`src/rtl/rsa_pkg.sv`:
```
package rsa_pkg;
  typedef enum logic [2:0] {
    REF_PH0   = 3'd0,
    REF_PH90  = 3'd1,
    REF_PH180 = 3'd2,
    REF_PH270 = 3'd3,
    REF_EXT   = 3'd4,
    REF_EXT_N = 3'd5
  } ref_code_e;

  typedef enum logic [1:0] {
    TS_END   = 2'd0,
    TS_START = 2'd1,
    TS_MID   = 2'd2
  } ts_code_e;
endpackage

```
`src/rtl/rsa_ref_sel.sv`:
```
module rsa_ref_sel
  import rsa_pkg::*;
(
  input  logic [3:0] exc_phase,
  input  logic       ext_ref,
  input  logic [2:0] ref_sel,
  output logic       ref_o
);
  always_comb begin
    case (ref_code_e'(ref_sel))
      REF_PH90:  ref_o = exc_phase[1];
      REF_PH180: ref_o = exc_phase[2];
      REF_PH270: ref_o = exc_phase[3];
      REF_EXT:   ref_o = ext_ref;
      REF_EXT_N: ref_o = !ext_ref;
      default:   ref_o = exc_phase[0];
    endcase
  end
endmodule

```
`src/rtl/rsa_extrema.sv`:
```
module rsa_extrema #(
  parameter int DW = 16
) (
  input  logic                 clk,
  input  logic                 rst_n,
  input  logic                 vld_i,
  input  logic signed [DW-1:0] data_i,
  input  logic                 clr_max_i,
  input  logic                 clr_min_i,
  output logic signed [DW-1:0] max_o,
  output logic signed [DW-1:0] min_o
);
  logic signed [DW-1:0] max_q, max_d, min_q, min_d;

  always_comb begin
    max_d = max_q;
    min_d = min_q;
    if (clr_max_i)                     max_d = '0;
    else if (vld_i && data_i > max_q)  max_d = data_i;
    if (clr_min_i)                     min_d = '0;
    else if (vld_i && data_i < min_q)  min_d = data_i;
  end

  always_ff @(posedge clk or negedge rst_n) begin
    if (!rst_n) begin
      max_q <= '0;
      min_q <= '0;
    end else begin
      max_q <= max_d;
      min_q <= min_d;
    end
  end

  assign max_o = max_q;
  assign min_o = min_q;

  // a clear request lands as zero on the following clock
  assert_clear_max_R12: assert property (@(posedge clk) disable iff (!rst_n)
    clr_max_i |=> (max_o == '0));
  assert_clear_min_R12: assert property (@(posedge clk) disable iff (!rst_n)
    clr_min_i |=> (min_o == '0));
  // after a sample the maximum is never below it, the minimum never above it
  assert_max_bound_R11: assert property (@(posedge clk) disable iff (!rst_n)
    (vld_i && !clr_max_i) |=> (max_o >= $past(data_i)));
  assert_min_bound_R11: assert property (@(posedge clk) disable iff (!rst_n)
    (vld_i && !clr_min_i) |=> (min_o <= $past(data_i)));
endmodule

```
`src/rtl/rsa_window.sv`:
```
module rsa_window #(
  parameter int DW = 16,
  parameter int AW = 32,
  parameter int CW = 16,
  parameter int LW = 8,
  parameter int TW = 16
) (
  input  logic                 clk,
  input  logic                 rst_n,
  input  logic                 vld_i,
  input  logic signed [DW-1:0] data_i,
  input  logic                 ref_i,
  input  logic [LW-1:0]        win_len_i,
  input  logic [TW-1:0]        tstamp_i,
  output logic                 close_o,
  output logic signed [AW-1:0] acc_o,
  output logic [CW-1:0]        cpos_o,
  output logic [CW-1:0]        cneg_o,
  output logic [CW-1:0]        mpos_o,
  output logic [CW-1:0]        mneg_o,
  output logic [TW-1:0]        tstart_o
);
  logic                 prev_q, prev_d, run_q, run_d;
  logic [LW-1:0]        per_q, per_d, len_q, len_d;
  logic signed [AW-1:0] acc_q, acc_d, smp_ext, contrib;
  logic [CW-1:0]        cpos_q, cpos_d, cneg_q, cneg_d;
  logic [CW-1:0]        mpos_q, mpos_d, mneg_q, mneg_d;
  logic [TW-1:0]        tst_q, tst_d;
  logic                 rise, close, open, mis_p, mis_n;

  assign smp_ext = AW'(data_i);
  assign contrib = ref_i ? smp_ext : -smp_ext;
  assign mis_p   = ref_i && data_i[DW-1];
  assign mis_n   = !ref_i && !data_i[DW-1] && (data_i != '0);
  assign rise    = vld_i && ref_i && !prev_q;
  assign close   = rise && run_q && (per_q == len_q);
  assign open    = rise && (!run_q || close);

  always_comb begin
    prev_d = prev_q;  run_d  = run_q;  per_d  = per_q;  len_d  = len_q;
    acc_d  = acc_q;   cpos_d = cpos_q; cneg_d = cneg_q;
    mpos_d = mpos_q;  mneg_d = mneg_q; tst_d  = tst_q;
    if (vld_i) prev_d = ref_i;
    if (open) begin
      run_d  = 1'b1;
      per_d  = '0;
      len_d  = win_len_i;
      acc_d  = contrib;
      cpos_d = CW'(1);
      cneg_d = '0;
      mpos_d = mis_p ? CW'(1) : '0;
      mneg_d = '0;
      tst_d  = tstamp_i;
    end else if (vld_i && run_q) begin
      acc_d = acc_q + contrib;
      if (ref_i) cpos_d = cpos_q + CW'(1);
      else       cneg_d = cneg_q + CW'(1);
      if (mis_p) mpos_d = mpos_q + CW'(1);
      if (mis_n) mneg_d = mneg_q + CW'(1);
      if (rise)  per_d  = per_q + LW'(1);
    end
  end

  always_ff @(posedge clk or negedge rst_n) begin
    if (!rst_n) begin
      prev_q <= 1'b1; run_q  <= 1'b0; per_q  <= '0; len_q  <= '0;
      acc_q  <= '0;   cpos_q <= '0;   cneg_q <= '0;
      mpos_q <= '0;   mneg_q <= '0;   tst_q  <= '0;
    end else begin
      prev_q <= prev_d; run_q  <= run_d;  per_q  <= per_d;  len_q  <= len_d;
      acc_q  <= acc_d;  cpos_q <= cpos_d; cneg_q <= cneg_d;
      mpos_q <= mpos_d; mneg_q <= mneg_d; tst_q  <= tst_d;
    end
  end

  assign close_o  = close;
  assign acc_o    = acc_q;
  assign cpos_o   = cpos_q;
  assign cneg_o   = cneg_q;
  assign mpos_o   = mpos_q;
  assign mneg_o   = mneg_q;
  assign tstart_o = tst_q;

  // the period count of an open window never passes its captured length
  assert_period_bound_R2: assert property (@(posedge clk) disable iff (!rst_n)
    run_q |-> (per_q <= len_q));
  // a window that closes is immediately replaced by a running one
  assert_back_to_back_R2: assert property (@(posedge clk) disable iff (!rst_n)
    close |=> (run_q && per_q == '0));
endmodule

```
`src/rtl/sync_rect_accum.sv`:
```
module sync_rect_accum
  import rsa_pkg::*;
#(
  parameter  int DW = 16,
  parameter  int AW = 32,
  parameter  int CW = 16,
  parameter  int LW = 8,
  parameter  int TW = 16,
  localparam int SW = $clog2(AW)
) (
  input  logic                 clk,
  input  logic                 rst_n,
  input  logic                 smp_vld,
  input  logic signed [DW-1:0] smp_data,
  input  logic [3:0]           exc_phase,
  input  logic                 ext_ref,
  input  logic [2:0]           ref_sel,
  input  logic [LW-1:0]        win_len,
  input  logic [1:0]           ts_sel,
  input  logic [SW-1:0]        res_shift,
  input  logic                 drop_bad,
  input  logic [AW-1:0]        amp_hi,
  input  logic [AW-1:0]        amp_lo,
  input  logic                 clr_max,
  input  logic                 clr_min,
  input  logic [TW-1:0]        tstamp_in,
  output logic                 res_vld,
  output logic [AW-1:0]        res_acc,
  output logic [TW-1:0]        res_ts,
  output logic                 ovf_hi,
  output logic                 ovf_lo,
  output logic [CW-1:0]        cnt_pos,
  output logic [CW-1:0]        cnt_neg,
  output logic [CW-1:0]        mis_pos,
  output logic [CW-1:0]        mis_neg,
  output logic signed [DW-1:0] smp_max,
  output logic signed [DW-1:0] smp_min
);
  logic                 ref_now, w_close, accept, cap;
  logic signed [AW-1:0] w_acc;
  logic [CW-1:0]        w_cpos, w_cneg, w_mpos, w_mneg;
  logic [TW-1:0]        w_tstart, ts_span, ts_pick;
  logic [AW-1:0]        shifted;

  rsa_ref_sel u_ref (
    .exc_phase (exc_phase),
    .ext_ref   (ext_ref),
    .ref_sel   (ref_sel),
    .ref_o     (ref_now)
  );

  rsa_window #(.DW(DW), .AW(AW), .CW(CW), .LW(LW), .TW(TW)) u_win (
    .clk       (clk),
    .rst_n     (rst_n),
    .vld_i     (smp_vld),
    .data_i    (smp_data),
    .ref_i     (ref_now),
    .win_len_i (win_len),
    .tstamp_i  (tstamp_in),
    .close_o   (w_close),
    .acc_o     (w_acc),
    .cpos_o    (w_cpos),
    .cneg_o    (w_cneg),
    .mpos_o    (w_mpos),
    .mneg_o    (w_mneg),
    .tstart_o  (w_tstart)
  );

  rsa_extrema #(.DW(DW)) u_ext (
    .clk       (clk),
    .rst_n     (rst_n),
    .vld_i     (smp_vld),
    .data_i    (smp_data),
    .clr_max_i (clr_max),
    .clr_min_i (clr_min),
    .max_o     (smp_max),
    .min_o     (smp_min)
  );

  // result stage: shift, window check, timestamp pick
  assign shifted = $unsigned(w_acc) >> res_shift;
  assign ts_span = tstamp_in - w_tstart;
  assign accept  = !(drop_bad && ((w_mpos != '0) || (w_mneg != '0)));
  assign cap     = w_close && accept;

  always_comb begin
    case (ts_code_e'(ts_sel))
      TS_START: ts_pick = w_tstart;
      TS_MID:   ts_pick = w_tstart + (ts_span >> 1);
      default:  ts_pick = tstamp_in;
    endcase
  end

  always_ff @(posedge clk or negedge rst_n) begin
    if (!rst_n) begin
      res_vld <= 1'b0;
      res_acc <= '0;  res_ts  <= '0;
      ovf_hi  <= 1'b0; ovf_lo <= 1'b0;
      cnt_pos <= '0;  cnt_neg <= '0;
      mis_pos <= '0;  mis_neg <= '0;
    end else begin
      res_vld <= cap;
      if (cap) begin
        res_acc <= shifted;
        res_ts  <= ts_pick;
        ovf_hi  <= shifted > amp_hi;
        ovf_lo  <= shifted < amp_lo;
        cnt_pos <= w_cpos;
        cnt_neg <= w_cneg;
        mis_pos <= w_mpos;
        mis_neg <= w_mneg;
      end
    end
  end

  // pulses are isolated and the result holds between them
  assert_single_pulse_R5: assert property (@(posedge clk) disable iff (!rst_n)
    res_vld |=> !res_vld);
  assert_result_hold_R5: assert property (@(posedge clk) disable iff (!rst_n)
    !res_vld |-> $stable(res_acc));
  // mismatches in a half can never outnumber the samples of that half
  assert_mismatch_le_R8: assert property (@(posedge clk) disable iff (!rst_n)
    (mis_pos <= cnt_pos) && (mis_neg <= cnt_neg));
  // a corrupt window with dropping on gives no pulse
  assert_drop_quiet_R10: assert property (@(posedge clk) disable iff (!rst_n)
    (w_close && drop_bad && ((w_mpos != '0) || (w_mneg != '0))) |=> !res_vld);
endmodule

```
`config.mk`:
```
export PLATFORM = sky130hd
export DESIGN_NAME = sync_rect_accum
export DESIGN_NICKNAME = d
export VERILOG_FILES = /design/src/rtl/rsa_pkg.sv /design/src/rtl/rsa_ref_sel.sv /design/src/rtl/rsa_extrema.sv /design/src/rtl/rsa_window.sv /design/src/rtl/sync_rect_accum.sv
export SDC_FILE = /design/constraint.sdc
export NUM_CORES = 1
export LEC_CHECK = 0
export BUFFER_PORTS_ARGS = -buffer_cell sky130_fd_sc_hd__buf_2
export CORE_MARGIN = 1.5
export CORE_UTILIZATION = 46
export CTS_CLUSTER_SIZE = 20
export DETAILED_ROUTE_END_ITERATION = 10
export PLACE_DENSITY = 0.66
export SYNTH_ARGS = -nofsm -noshare
export SYNTH_HDL_FRONTEND = slang
export SYNTH_SLANG_ARGS = --single-unit
```
`constraint.sdc`:
```
create_clock -name clk -period 3.7 [get_ports clk]
set_clock_uncertainty 0.2 [all_clocks]
set_input_delay 0.185 -clock clk [delete_from_list [all_inputs] [get_ports clk]]
set_output_delay 0.185 -clock clk [all_outputs]
set_load 0.05 [all_outputs]
```
==> run metrics, run 1 <==
status=complete, but fails checks; violated checks=negative hold slack, negative setup slack; Post-synth EDFFs=0; post-synthesis sequential area ratio=0.367; clk root buf=clkbuf_16; vias per cell=5.39; Worst Path Required=3.88 ns; Port Buffers=~270; Die H=206 microns; gr ovfl total=0; area of the multi-input gates=11500 sq um; drt wl/cell=17.1 microns; final setup margin=-0.373 ns; top post-synthesis cells by area=dfrtp_1 37%, ha_1 11%, nand2_1 8.1%; 1st-pass router iterations=5; P_sw=7.71 mW; Tot GR Track Use=0.265; clock power share=0.191; Syn-to-layout area delta=31.2%; global-route wire length before repair=a little over 90 mm; top cells by count, synth=405 x nand2_1, 276 x dfrtp_1, 182 x nor2_1; Cell Rows=74; antenna violations before repair=1; final hold violations=1; Synth Register Bits=277; CTS Buf Count=34; power share of the combinational group=0.575; most numerous cell in the Yosys netlist=nand2_1; Netlist cell types=78; largest net degree at the start of global routing=83; RSZ-0062 raised after global routing=true; drt total wl=56.5 mm; DP HPWL=41.7 mm; delay-heaviest family, CP=simple AND/OR/NAND/NOR gates; Remaining DRCs=0; CP Capture Type=register; cell area after synthesis=18900 sq um; Warnings, synthesis=0; fin crit share=1.10; met1 Use GR=0.356; Critical-path top delay cell=or4_4; Slew Limit Fails=0; async set-reset flop share out of synthesis=1.00; Antenna Nets Post-Route=0; Max clock buf depth=3; leakage power=about 13 nW; cell taking the most area after synthesis=dfrtp_1; Power Density=748 nW/um^2; worst hold-check path type=in -> reg; post-synth top area share=0.366; Critical Path AT=about 4.3 ns; gr busiest metal=met2; CTS sink cnt=277; crit path cell chain=nand2b_1 -> fa_2 -> a21o_1 -> a21oi_2 -> nor2b_1 -> o21a_1 -> nor2_2 -> o31ai_2 -> or4_4 -> buf_4 -> nand2_2 -> xnor2_1 -> ha_1 -> and2_1 -> o21ai_2 -> and3b_2 -> xnor2_2 -> a221oi_2 -> o31ai_1; clock-pin slew on the worst setup and hold paths=0.06 ns; register area=6940 sq um; Die Width=206 microns; count of filler cells inserted in the layout=3476; die area=42300 sq um; fmax=approximately 250 MHz; setup violators final=10; initial drt markers=between 1k and 1.5k; pre-CTS setup slack=-0.985 ns; met3 usage=0.0380; core footprint=40600 sq um; internal power component=10.8 mW; clock latency on the worst-skew pair=0.55 ns; WHS=-0.0224 ns; Seq pwr share=0.234; final net count=approximately 3k; Synth Instances=2216; CTS H-tree lvls=2; total power=between 15 and 20 mW; mean area per synthesized cell=roughly 8.5 sq um; Worst Setup Start Kind=register; category of the most critical setup path=reg -> reg; Via Count=around 18k; max_cap viols=0; worst-path maximum fanout=3; CTS tree=done; Least-Margin Pin Slew=0.883 ns; syn nets=2509; Largest stage delay, worst path=around 0.44 ns; peak supply drop=just over 400 uV; I/O pins=272; share of cells above drive strength 1=0.268; starting density of the core=0.464; Synth Flop Type=dfrtp_1; RePlAce Congestion=0.905; Max-Slew Margin vs Limit=0.409; crit path time final=4.07 ns; switch share=0.416; met2 usage=0.449; vias in the first global route=17.6k; Worst Path Buf+Inv=1
final timing paths:
check	startpoint	endpoint	slack [ns]	cells past startpoint
worst max-delay path	u_win.tstart_o[0]$_DFFE_PN0P_	res_ts[13]$_DFFE_PN0P_	-0.37	19
worst min-delay path	amp_lo[0]	ovf_lo$_DFFE_PN0P_	-0.02	5
worst min register to register	res_acc[10]$_DFFE_PN0P_	res_acc[10]$_DFFE_PN0P_	0.26	2
min in group asynchronous	rst_n	mis_neg[6]$_DFFE_PN0P_	0.02	2
worst max register to register	u_win.tstart_o[0]$_DFFE_PN0P_	res_ts[13]$_DFFE_PN0P_	-0.37	19
max in group asynchronous	rst_n	res_acc[19]$_DFFE_PN0P_	2.26	3
final cells by class:
| type | instances | share of cell area |
|---|---|---|
| timing repair buffer | 591 | 0.161 |
| multi-input combinational | 1698 | 0.464 |
| clock buffer | 49 | 0.0387 |
| sequential | 277 | 0.280 |
| clock inverter | 11 | 0.00803 |
| antenna | 2 | 0.000202 |
| tap | 532 | 0.0269 |
| inverter | 145 | 0.0220 |
flip-flops by register name, indices dropped and copies added (netlist names), 8 cells and up:
signal and cells:
u_win.acc_o 32, mis_neg 16, u_win.per_q 8, u_win.mpos_o 16, u_win.len_q 8, u_win.tstart_o 16, cnt_pos 16, u_ext.max_o 16
mis_pos 16, cnt_neg 16, u_win.cpos_o 16, res_acc 32, u_win.mneg_o 16, u_win.cneg_o 16, res_ts 16, u_ext.min_o 16
power groups by stage:
stage / registers (mW) / clock network, mW / logic (mW)
2_1_floorplan: 5.08 / 0 / 5.32
3_3_place_gp: 4.35 / 0 / 9.33
3_5_place_dp: 4.36 / 0 / 9.50
4_1_cts: 4.32 / 3.59 / 9.98
5_1_grt: 4.41 / 3.72 / 11.7
6_report: 4.33 / 3.53 / 10.7
routing by layer:
metal,wire (microns),up-vias
li1,-,8729
met1,25600,8587
met5,0,-
met2,27100,447
met3,2730,63
met4,1000,0
timing repair:
item                                   in CTS  in global routing
hold buffers                               46                  0
pin swaps                                  30                 49
resized for setup                          43                 76
setup buffers                               6                 17
endpoints found under the hold margin     213                  0
setup endpoints to repair                  16                 22
per-stage QoR:
step	instance area (sq um)	utilization	TNS (ns)	cells	hold WS, ns
2_1_floorplan	19000	-	-2.39	2216	-0.311
3_3_place_gp	22500	0.555	-10.05	3175	0.0110
3_5_place_dp	22500	0.555	-11.28	3175	0.0153
4_1_cts	24400	0.599	-1.15	3287	0.00280
5_1_grt	24800	0.609	-4.53	3304	0.0196
6_report	24800	0.609	-1.53	3305	-0.0224
logic make-up after synthesis:
kind of cell             after synthesis  synth area share
AO/OA/AOI/OAI                        487             0.156
flip-flops                           277             0.367
AND/OR/NAND/NOR                      822             0.195
multiplexers                         101            0.0636
XOR/XNOR                             120            0.0557
adder cells (fa/ha/maj)              168             0.113
buffers and inverters                241            0.0499
placed cells by master, fill, tap and decap left out, types with 15 or more instances in the layout:
cell type	n
o21ai_0	136
mux2i_1	65
xnor2_1	53
a21o_1	41
inv_1	142
buf_2	269
ha_1	162
dfrtp_1	274
dlygate4sd3_1	46
buf_4	265
or3_1	25
nor2b_1	28
mux2_2	16
nand2b_1	20
xor2_1	65
nand2_1	402
a21oi_2	22
nor2_1	177
nand4_1	42
nand3_1	26
nor3_1	15
clkbuf_16	35
o21ai_1	24
a21oi_1	121
tightest hold or removal path, stage by stage:
cell and delay, ns:
buf_2 0.08, a31oi_1 0.06, o21ai_0 0.17, a21oi_1 0.07, o21ai_1 0.10
Power figures use the tool's default switching activity.
==> run 2, diff against run 1 <==
==> constraint.sdc (replaced) <==
create_clock -name clk -period 3.7 [get_ports clk]
set_clock_uncertainty 0.2 [all_clocks]
set_input_delay 0.555 -clock clk [delete_from_list [all_inputs] [get_ports clk]]
set_output_delay 0.555 -clock clk [all_outputs]
set_load 0.05 [all_outputs]
==> run metrics, run 2 (same netlist as run 1, synthesis figures left out) <==
total power=around 19 mW; Slew Limit Fails=0; CTS H-tree lvls=2; Min-Delay Endpoint=u_win.len_q[1]$_DFFE_PN0P_; category of the most critical setup path=in -> reg; final net count=3060; violated checks=negative setup slack; delay-heaviest family, CP=simple AND/OR/NAND/NOR gates; setup violators final=19; global-route wire length before repair=89.9 mm; largest net degree at the start of global routing=106; die area=roughly 42000 sq um; CTS tree=done; CP Capture Type=register; gr ovfl total=0; placed cells=3231; Post-Layout Cell Count=between 3k and 4k; Power Density=763 nW/um^2; Worst Path Buf+Inv=2; worst-path maximum fanout=3; Worst Setup Start Kind=input pin; Max-Slew Margin vs Limit=0.395; Min-Delay Startpoint=win_len[1]; Max clock buf depth=3; final setup margin=-0.419 ns; worst-case reg-to-reg path depth=19; drt wl/cell=around 17 microns; Final Core Density=0.620; share of cells above drive strength 1=0.302; fin crit share=1.11; 1st-pass router iterations=5; initial drt markers=960; clk root buf=clkbuf_16; Tot GR Track Use=0.264; Die H=206 microns; CTS sink cnt=277; leakage power=between 10 and 15 nW; Critical Path AT=4.36 ns; internal power component=11.2 mW; Largest stage delay, worst path=0.53 ns; fmax=between 200 and 250 MHz; vias in the first global route=about 18k; Critical-path top delay cell=or4_4; crit path time final=4.12 ns; Least-Margin Pin Slew=0.907 ns; worst hold-check path type=in -> reg; Cells on Worst Hold Path=3; Worst R2R Start=u_win.tstart_o[0]$_DFFE_PN0P_; starting density of the core=0.464; clock latency on the worst-skew pair=0.56 ns; r2r endpoint=res_ts[15]$_DFFE_PN0P_; peak supply drop=592 uV; status=complete, but fails checks; Antenna Nets Post-Route=0; Reg2Reg Setup Slack=-0.38 ns; CTS Buf Count=35; core footprint=40600 sq um; commonest cells after routing, fill and taps aside=403 x nand2_1, 311 x buf_4, 275 x dfrtp_1; antenna violations before repair=3; Cell Rows=between 70 and 80; P_sw=roughly 8 mW; most common cell after layout, fill and taps aside=nand2_1; power share of the combinational group=0.592; DP HPWL=42.4 mm; vias per cell=5.40; clock power share=0.182; RePlAce Congestion=0.919; I/O pins=about 270; RSZ-0062 raised after global routing=true; clock-pin slew on the worst setup and hold paths=0.06 ns; WHS=between 0.02 and 0.03 ns; Remaining DRCs=0; Die Width=206 microns; switch share=0.416; crit path cell chain=buf_6 -> or4_4 -> or4_4 -> or2_4 -> nor3_4 -> inv_1 -> ha_1 -> o21ai_2 -> ha_1 -> nand4_1 -> nor2_1 -> a221oi_2 -> a21boi_2 -> a21oi_2 -> a221oi_2 -> nor2b_2 -> nor2_2 -> xnor2_1 -> a221o_1; pre-CTS setup slack=-1.43 ns; Worst Path Required=3.94 ns; Via Count=18.0k; drt total wl=57.2 mm; max_cap viols=0; Syn-to-layout area delta=33.5%; Port Buffers=271; final hold violations=0; Seq pwr share=0.225
==> run 2: cell count changes in the layout (fill, tap and decap cells not counted), sizes merged <==
| cell | delta |
|---|---|
| buf | +57 |
| dlygate4sd3 | -39 |
| clkinv | +2 |
| clkinvlp | +1 |
| bufinv | -3 |
| clkbuf | +1 |
| inv | +1 |
| diode | -1 |
==> run 2: routing by layer <==
metal	track usage	vias up	share of wire
li1	-	8777	-
met1	0.354	8696	0.46
met2	0.440	398	0.47
met3	0.0407	89	0.046
met4	0.0753	4	0.023
met5	0	-	0.00037
==> run 2: cell type report <==
type | count | area (sq um)
tap | 532 | 666
timing repair buffer | 610 | 4130
antenna | 1 | 2.50
multi-input combinational | 1698 | 11800
fill | 3451 | 15500
clock buffer | 49 | 1010
inverter | 145 | 547
sequential | 277 | 6930
clock inverter | 12 | 146
==> run 2: what timing repair did <==
item                                    CTS  global route
pin swaps                                33            80
endpoints found under the setup margin   26            30
resized for setup                        46           120
hold endpoints to repair                104             0
hold buffers                              7             0
buffers inserted                          5            19
==> run 2: power groups by stage <==
stage | registers (mW) | logic, mW | clock network [mW]
floorplan | 5.08 | 5.36 | 0
global placement | 4.34 | 9.59 | 0
detailed placement | 4.35 | 9.80 | 0
CTS | 4.31 | 10.2 | 3.56
global route | 4.42 | 12.4 | 3.68
finish | 4.33 | 11.4 | 3.50
==> run 2: worst register-to-register path, cell delays in order, from the launching register on <==
cell and delay (ns):
dfrtp_1 0.39, nand2b_4 0.07, fa_2 0.38, a21o_1 0.18, a21oi_2 0.15, nor2b_1 0.07
o21a_1 0.21, nor2_2 0.14, o31ai_2 0.11, or4_1 0.44, a31o_2 0.28, a21oi_2 0.12
xnor2_1 0.08, ha_1 0.22, buf_4 0.16, nor3_1 0.25, a31oi_1 0.14, xor2_1 0.16
nand2_1 0.07, a31oi_1 0.18
==> run 2: worst max path at each step <==
| stage | from | to | slack, ns | depth (start not counted) |
|---|---|---|---|---|
| 3_3_place_gp | res_shift[0] | ovf_hi$_DFFE_PN0P_ | -1.43 | 19 |
| 3_5_place_dp | res_shift[0] | ovf_hi$_DFFE_PN0P_ | -1.43 | 19 |
| 2_1_floorplan | smp_data[3] | u_win.acc_o[26]$_DFFE_PN0P_ | -0.87 | 18 |
| 6_report | smp_data[3] | u_win.acc_o[26]$_DFFE_PN0P_ | -0.42 | 19 |
| 4_1_cts | smp_data[3] | u_win.acc_o[26]$_DFFE_PN0P_ | -0.47 | 19 |
| 5_1_grt | smp_data[3] | u_win.acc_o[26]$_DFFE_PN0P_ | -0.68 | 19 |
==> run 2: per-stage QoR <==
step                area [sq um]  TNS [ns]
floorplan                  19000     -8.17
global placement           23100    -20.84
detailed placement         23100    -21.79
CTS                        24500     -3.57
global route               25200     -8.32
finish                     25200     -3.87
